--- config.mk ---
export PLATFORM = sky130hd
export DESIGN_NAME = crc5_serial_unit
export DESIGN_NICKNAME = d
export VERILOG_FILES = /design/src/rtl/crc5_serial_pkg.sv /design/src/rtl/crc5_lfsr_step.sv /design/src/rtl/crc5_seq_ctrl.sv /design/src/rtl/crc5_serial_unit.sv
export SDC_FILE = /design/constraint.sdc
export NUM_CORES = 1
export LEC_CHECK = 0
export ABC_AREA = 1
export BUFFER_PORTS_ARGS = -buffer_cell sky130_fd_sc_hd__buf_2
export CAP_MARGIN = 25
export CORE_AREA = 2 2 39 41
export CTS_BUF_LIST = sky130_fd_sc_hd__clkbuf_8
export CTS_CLUSTER_SIZE = 10
export DETAILED_ROUTE_END_ITERATION = 12
export DIE_AREA = 0 0 41 43
export HOLD_SLACK_MARGIN = 0.06
export PLACE_DENSITY = 0.69
export REMOVE_ABC_BUFFERS = 1
export SYNTH_ARGS = -nofsm -noshare
export SYNTH_HDL_FRONTEND = slang
export SYNTH_SLANG_ARGS = --single-unit
--- constraint.sdc ---
create_clock -name clk -period 2.5 [get_ports clk]
set_input_delay 0.25 -clock clk [delete_from_list [all_inputs] [get_ports clk]]
set_output_delay 0.25 -clock clk [all_outputs]
set_load 0.01 [all_outputs]
--- src/rtl/crc5_serial_pkg.sv ---
package crc5_serial_pkg;
   localparam int unsigned CRC_W_DEF = 5;
   localparam logic [5:0] CRC_POLY_DEF = 6'b110101;

   typedef enum logic {
      PH_RUN   = 1'b0,
      PH_FLUSH = 1'b1
   } crc_phase_e;
endpackage

--- src/rtl/crc5_lfsr_step.sv ---
module crc5_lfsr_step #(
   parameter int unsigned W = 5,
   parameter logic [W:0] POLY = 6'b110101
) (
   input  logic [W-1:0] state_q,
   input  logic         din,
   output logic [W-1:0] state_d
);
   logic fb;

   assign fb = state_q[W-1] ^ din;

   generate
      if (POLY[W] != 1'b1 || POLY[0] != 1'b1) begin : g_bad_poly
         $error("divisor needs its top and constant terms set");
      end
      for (genvar i = 0; i < W; i++) begin : g_stage
         if (i == 0) begin : g_first
            if (POLY[0]) begin : g_tap
               assign state_d[0] = fb;
            end else begin : g_notap
               assign state_d[0] = 1'b0;
            end
         end else begin : g_rest
            if (POLY[i]) begin : g_tap
               assign state_d[i] = state_q[i-1] ^ fb;
            end else begin : g_notap
               assign state_d[i] = state_q[i-1];
            end
         end
      end
   endgenerate
endmodule

--- src/rtl/crc5_seq_ctrl.sv ---
module crc5_seq_ctrl
   import crc5_serial_pkg::*;
#(
   parameter int unsigned W = 5
) (
   input  logic clk,
   input  logic rst_n,
   input  logic go_flush,
   output logic in_flush
);
   localparam int unsigned CW = $clog2(W + 1);
   localparam logic [CW-1:0] LAST_CNT = CW'(W - 1);

   crc_phase_e    phase_q;
   logic [CW-1:0] cnt_q;

   generate
      if (W < 2) begin : g_bad_w
         $error("register width must be at least 2");
      end
   endgenerate

   always_ff @(posedge clk or negedge rst_n) begin
      if (!rst_n) begin
         phase_q <= PH_RUN;
         cnt_q   <= '0;
      end else begin
         unique case (phase_q)
            PH_RUN: begin
               if (go_flush) begin
                  phase_q <= PH_FLUSH;
                  cnt_q   <= '0;
               end
            end
            PH_FLUSH: begin
               if (cnt_q == LAST_CNT) begin
                  phase_q <= PH_RUN;
                  cnt_q   <= '0;
               end else begin
                  cnt_q <= cnt_q + 1'b1;
               end
            end
            default: phase_q <= PH_RUN;
         endcase
      end
   end

   assign in_flush = (phase_q == PH_FLUSH);

   AST_FLUSH_BOUND: assert property (@(posedge clk) disable iff (!rst_n)
      cnt_q <= LAST_CNT);
   AST_FLUSH_ENTRY: assert property (@(posedge clk) disable iff (!rst_n)
      (go_flush && !in_flush) |=> (in_flush && cnt_q == '0));
endmodule

--- src/rtl/crc5_serial_unit.sv ---
module crc5_serial_unit
   import crc5_serial_pkg::*;
#(
   parameter int unsigned W = CRC_W_DEF,
   parameter logic [W:0] POLY = CRC_POLY_DEF
) (
   input  logic clk,
   input  logic rst_n,
   input  logic chk_mode,
   input  logic bit_vld,
   input  logic bit_in,
   input  logic msg_end,
   output logic dout,
   output logic dout_vld,
   output logic err
);
   logic [W-1:0] crc_q;
   logic [W-1:0] crc_step;
   logic         in_flush;
   logic         accept;
   logic         go_flush;
   logic         step_din;

   assign accept   = bit_vld && !in_flush;
   assign go_flush = accept && msg_end && !chk_mode;
   // while flushing, feeding the top bit back cancels the feedback: a plain shift with zero fill
   assign step_din = in_flush ? crc_q[W-1] : bit_in;

   crc5_lfsr_step #(.W(W), .POLY(POLY)) u_step (
      .state_q (crc_q),
      .din     (step_din),
      .state_d (crc_step)
   );

   crc5_seq_ctrl #(.W(W)) u_ctrl (
      .clk      (clk),
      .rst_n    (rst_n),
      .go_flush (go_flush),
      .in_flush (in_flush)
   );

   always_ff @(posedge clk or negedge rst_n) begin
      if (!rst_n) begin
         crc_q    <= '0;
         dout     <= 1'b0;
         dout_vld <= 1'b0;
         err      <= 1'b0;
      end else begin
         dout_vld <= 1'b0;
         if (in_flush) begin
            crc_q    <= crc_step;
            dout     <= crc_q[W-1];
            dout_vld <= 1'b1;
         end else if (accept) begin
            dout     <= bit_in;
            dout_vld <= !chk_mode;
            if (msg_end && chk_mode) begin
               err   <= |crc_step;
               crc_q <= '0;
            end else begin
               crc_q <= crc_step;
            end
         end
      end
   end

   AST_ECHO_NEXT: assert property (@(posedge clk) disable iff (!rst_n)
      (accept && !chk_mode) |=> (dout_vld && dout == $past(bit_in)));
   AST_FLUSH_STREAM: assert property (@(posedge clk) disable iff (!rst_n)
      in_flush |=> dout_vld);
   AST_CHECK_QUIET: assert property (@(posedge clk) disable iff (!rst_n)
      (accept && chk_mode) |=> !dout_vld);
   AST_ERR_HOLD: assert property (@(posedge clk) disable iff (!rst_n)
      !(accept && chk_mode && msg_end) |=> $stable(err));
   AST_REG_CLEAR: assert property (@(posedge clk) disable iff (!rst_n)
      $fell(in_flush) |-> (crc_q == '0));
endmodule

==> results of run 1 <==
[power breakdown]
part	switching [uW]	total (uW)	internal, uW
Sequential	57.4	344	287
Clock	67.7	174	106
Combinational	217	355	138
Total	342	873	530
[cells in the mapped netlist, drive strengths merged]
master  instances
inv            11
nor2            7
a21oi           1
o21ai           7
nand3           7
dfrtp          12
ha              2
o31ai           1
o22ai           1
nand2          19
xnor2           1
nor3            1
[sequential cells by signal (all words and copies together), names as in the netlist]
| register | flops |
|---|---|
| u_ctrl.in_flush | 1 |
| dout_vld | 1 |
| u_ctrl.cnt_q | 3 |
| dout | 1 |
| crc_q | 5 |
| err | 1 |
[path summary, 6_finish.rpt]
| check | start | to | slack, ps | cells past startpoint |
|---|---|---|---|---|
| min in group asynchronous | rst_n | dout_vld | 420 | 2 |
| hold / removal | chk_mode | dout_vld | 230 | 2 |
| max in group asynchronous | rst_n | crc_q[2] | 1860 | 2 |
| hold reg to reg | err | err | 500 | 2 |
| setup / recovery | u_ctrl.cnt_q[0] | u_ctrl.cnt_q[2] | 1380 | 5 |
| setup reg to reg | u_ctrl.cnt_q[0] | u_ctrl.cnt_q[2] | 1380 | 5 |
[through the flow]
step | setup WS, ps | util [%] | cells | hold WS (ps)
floorplan | 1500 | - | 70 | -45.6
global placement | 1410 | 46.9 | 94 | 145
detailed placement | 1380 | 46.9 | 94 | 145
CTS | 1370 | 50.6 | 98 | 228
global route | 1270 | 50.6 | 98 | 264
finish | 1380 | 50.6 | 98 | 229
[what timing repair did]
item,in CTS,in global routing
hold buffers,1,0
endpoints found under the hold margin,12,0
endpoints found under the setup margin,0,0
[cell families (layout without fill, tap and decap cells)]
logic type               Yosys count  after routing  share of synthesized area [%]
adder cells (fa/ha/maj)            2              2                           4.25
XOR/XNOR                           1              1                           1.49
flip-flops                        12             12                           51.0
AND/OR/NAND/NOR                   34             34                           25.9
buffers and inverters             11             23                           7.01
AO/OA/AOI/OAI                     10             10                           10.4
[worst max-delay path, cell delays in order, from the launching register on]
cell	delay, ps
dfrtp_1	350
inv_1	80
ha_1	200
a21oi_1	180
inv_1	80
o21ai_1	150
[layer usage]
layer / share of wire (%) / global-route usage (%) / vias to the layer above
met4: 3.1 / 10.0 / 0
met2: 44 / 23.4 / 9
met5: 0 / 0 / -
met1: 49 / 19.1 / 202
li1: - / - / 245
met3: 3.9 / 6.28 / 5
[layout make-up]
type	count	area, um^2
sequential	12	300
fill	128	683
multi-input combinational	47	248
inverter	11	41.3
clock buffer	3	41.3
tap	16	20.0
timing repair buffer	9	50.0
==> impl_metrics.tcl, run 1 <==
set metrics [dict create \
    status "complete, no violations" \
    mostFrequentLayoutCell "nand2_1" \
    ys_seq_area_share_pct 51.0 \
    max_freq_mhz 892 \
    dp_hpwl_um 793 \
    row_count 14 \
    cts.sinks 12 \
    coreArea_um2 1380 \
    htreeDepth 1 \
    wl_um 1060 \
    setup-tns-final_ps 0 \
    cts_setup_buffers 0 \
    path_clk_slew_ps 50 \
    grt.total_usage_pct 16.2 \
    path_max_fanout 3 \
    vdd_ir_drop_max_mv 0.598 \
    grt_first_pass_wirelength_um 1820 \
    synthCells 70 \
    finalHoldViolCount 0 \
    layout_common_cells "nand2_1 (15), dfrtp_1 (12), inv_1 (10)" \
    p_per_area_nw_per_um2 1250 \
    ant_nets 0 \
    io_buffers 8 \
    num_antenna_cells 0 \
    die-area_um2 1760 \
    vias 461 \
    final.period_utilization_pct 44.8 \
    finalClockSkew_ps 3.07 \
    viasPerCell 4.70 \
    synth.largest_area_cell "dfrtp_1" \
    start_util_pct 42.6 \
    drt_iter0_markers 5 \
    first_pass_iters 4 \
    ys_ff_latch 12 \
    setup_viol 0 \
    grt_max_degree 13 \
    syn_area_um2 589 \
    cts-root-buf "clkbuf_8" \
    crit_path_start_kind "register" \
    drv_slew 0 \
    gp_congestion 0.757 \
    clock_latency_ps 240 \
    nets 92 \
    worstPathRequired_ps 2660 \
    tightest_slew_ps 281 \
    cts_resized 0 \
    grt_pass1_vias 453 \
    synth_cell_type_count 17 \
    p_leak_uw 0.000362 \
    drive_gt1_share_pct 22.0 \
    wl_per_cell_um 10.8 \
    rsz0062_at_grt "no" \
    slew_headroom_pct 81.3 \
    cp.arrival_ps 1280 \
    placed_area_um2 649 \
    end_kind "register" \
    die_w_um 41 \
    io_pins 9 \
    drc 0 \
    die_h_um 43 \
    yosysTopAreaCellShare_pct 51.0 \
    cts_tree "yes" \
    crit_type "reg2reg" \
    cap_violations 0 \
    synth.top_cells.by_area "dfrtp_1 (51%), nand2_1 (9.6%), inv_1 (6.4%), nand3_1 (5.9%), nor2_1 (4.5%)" \
    hold_path_class "in2reg" \
    grt_overflow_total 0 \
    cts-buffers-inserted 3 \
    p_total_uw 873 \
    syn_area_per_cell_um2 8.42 \
    area_growth_pct 18.9 \
    fin_crit_ps 1120 \
    ys.warnings.count 0 \
    final_area_um2 701 \
    antenna_found_initial 0 \
    cts_buffer_depth 2 \
]
Power figures use the tool's default switching activity.
==> inputs of run 2 (changes only) <==
==> constraint.sdc (replaced) <==
create_clock -name clk -period 1.1 [get_ports clk]
set_input_delay 0.11 -clock clk [delete_from_list [all_inputs] [get_ports clk]]
set_output_delay 0.11 -clock clk [all_outputs]
set_load 0.01 [all_outputs]
==> impl_metrics.tcl, run 2 (same netlist as run 1, synthesis figures left out) <==
set metrics [dict create \
    row_count 14 \
    grt_pass1_vias 477 \
    slew_headroom_pct 82.3 \
    drv_slew 0 \
    die-area_um2 1760 \
    grt_first_pass_wirelength_um 1850 \
    die_w_um 41 \
    max_freq_mhz 922 \
    start_util_pct 42.6 \
    htreeDepth 1 \
    io_buffers 8 \
    end_kind "register" \
    dp_hpwl_um 825 \
    crit_type "reg2reg" \
    p_leak_uw 0.000398 \
    grtUsageMet1_pct 17.7 \
    fin_crit_ps 1080 \
    fin_hold_ws_ps 129 \
    status "complete, no violations" \
    crit_path_start_kind "register" \
    placed_area_um2 664 \
    layout_common_cells "nand2_1 (13), dfrtp_1 (11), inv_1 (9)" \
    max_stage_delay_ps 440 \
    drive_gt1_share_pct 37.9 \
    drt_iter0_markers 5 \
    use_met2_pct 26.3 \
    vdd_ir_drop_max_mv 1.26 \
    worstHoldStart "chk_mode" \
    setup-tns-final_ps 0 \
    nFillCells 115 \
    cts_buffer_depth 2 \
    reg_top3 "crc_q x5, u_ctrl.cnt_q x3" \
    grt.total_usage_pct 15.7 \
    wl_per_cell_um 11.8 \
    regMostFlops "crc_q" \
    regArea_um2 302 \
    clock_latency_ps 230 \
    final_area_um2 807 \
    io_pins 9 \
    tightest_slew_ps 266 \
    drc 0 \
    cts.sinks 12 \
    setup_viol 0 \
    grt_overflow_total 0 \
    viasPerCell 4.90 \
    post-place-ws_ps 40.0 \
    antenna_found_initial 0 \
    worstPathRequired_ps 1260 \
    cts-buffers-inserted 3 \
    use_met3_pct 4.71 \
    coreArea_um2 1380 \
    ant_nets 0 \
    first_pass_iters 4 \
    gp_congestion 0.720 \
    final.period_utilization_pct 98.6 \
    cap_violations 0 \
    die_h_um 43 \
    nets 96 \
    area_growth_pct 36.9 \
    setup_slack_ps 15.6 \
    path_clk_slew_ps 50 \
    path_max_fanout 5 \
    hold_path_class "in2reg" \
    startpoint "u_ctrl.in_flush" \
    grt_max_degree 13 \
    critPathSlowestCell "dfrtp_2" \
    vias 505 \
    p_per_area_nw_per_um2 2900 \
    cts_tree "yes" \
    multi_input_area_um2 300 \
    r2r-start "u_ctrl.in_flush" \
    wl_um 1210 \
    p_total_uw 2340 \
    mostFrequentLayoutCell "nand2_1" \
    num_antenna_cells 0 \
    finalClockSkew_ps 0.736 \
    rsz0062_at_grt "yes" \
    cts-root-buf "clkbuf_8" \
    largest_reg_flops 5 \
    grt.busiest_layer "met2" \
    cp_cell_sequence "clkinv_4 -> buf_6 -> a21oi_2 -> inv_1 -> o21ai_1" \
    cp.arrival_ps 1240 \
    finalHoldViolCount 0 \
]
[run 2: area by class of cell]
cell class,instances,area share [%]
Sequential cell,12,37.4
Multi-Input combinational cell,47,37.2
Timing Repair Buffer,13,10.4
Clock buffer,4,6.82
Inverter,11,5.74
Tap cell,16,2.48
[run 2: routing by layer]
| metal | part of all wire [%] | wire [um] | up-vias |
|---|---|---|---|
| li1 | - | - | 255 |
| met1 | 40 | 482 | 238 |
| met2 | 56 | 684 | 10 |
| met3 | 3.5 | 42 | 2 |
| met4 | 0.33 | 4 | 0 |
| met5 | 0 | 0 | - |
[run 2: final timing paths]
kind                              endpoint  slack, ps  depth (start not counted)
max in group asynchronous  u_ctrl.in_flush        590                          2
min                               dout_vld        130                          2
max                        u_ctrl.cnt_q[2]         20                          5
min in group asynchronous         crc_q[4]        280                          2
min reg2reg                           dout        510                          2
max reg2reg                u_ctrl.cnt_q[2]         20                          5
[run 2: report_power, final]
group	total, uW	switching [uW]	internal [uW]
logic	1050	592	455
clock network	473	157	316
registers	818	163	655
total	2340	912	1430
[run 2: repair_timing]
item	in CTS	in global routing
setup buffers	0	2
endpoints found under the setup margin	0	8
hold buffers	1	0
endpoints found under the hold margin	12	0
resized for setup	0	18
[run 2: through the flow]
step | instances | utilization, %
after floorplan | 70 | -
after CTS | 101 | 52.7
after global placement | 96 | 48.0
final | 103 | 58.3
after detailed placement | 96 | 48.0
after global routing | 103 | 58.3
[run 2: worst max-delay path, delay by kind of cell (launching register included)]
family                 cells  cell delay [ps]
AOI/OAI and AO/OA          2              240
DFF                        1              440
buffers and inverters      3              330
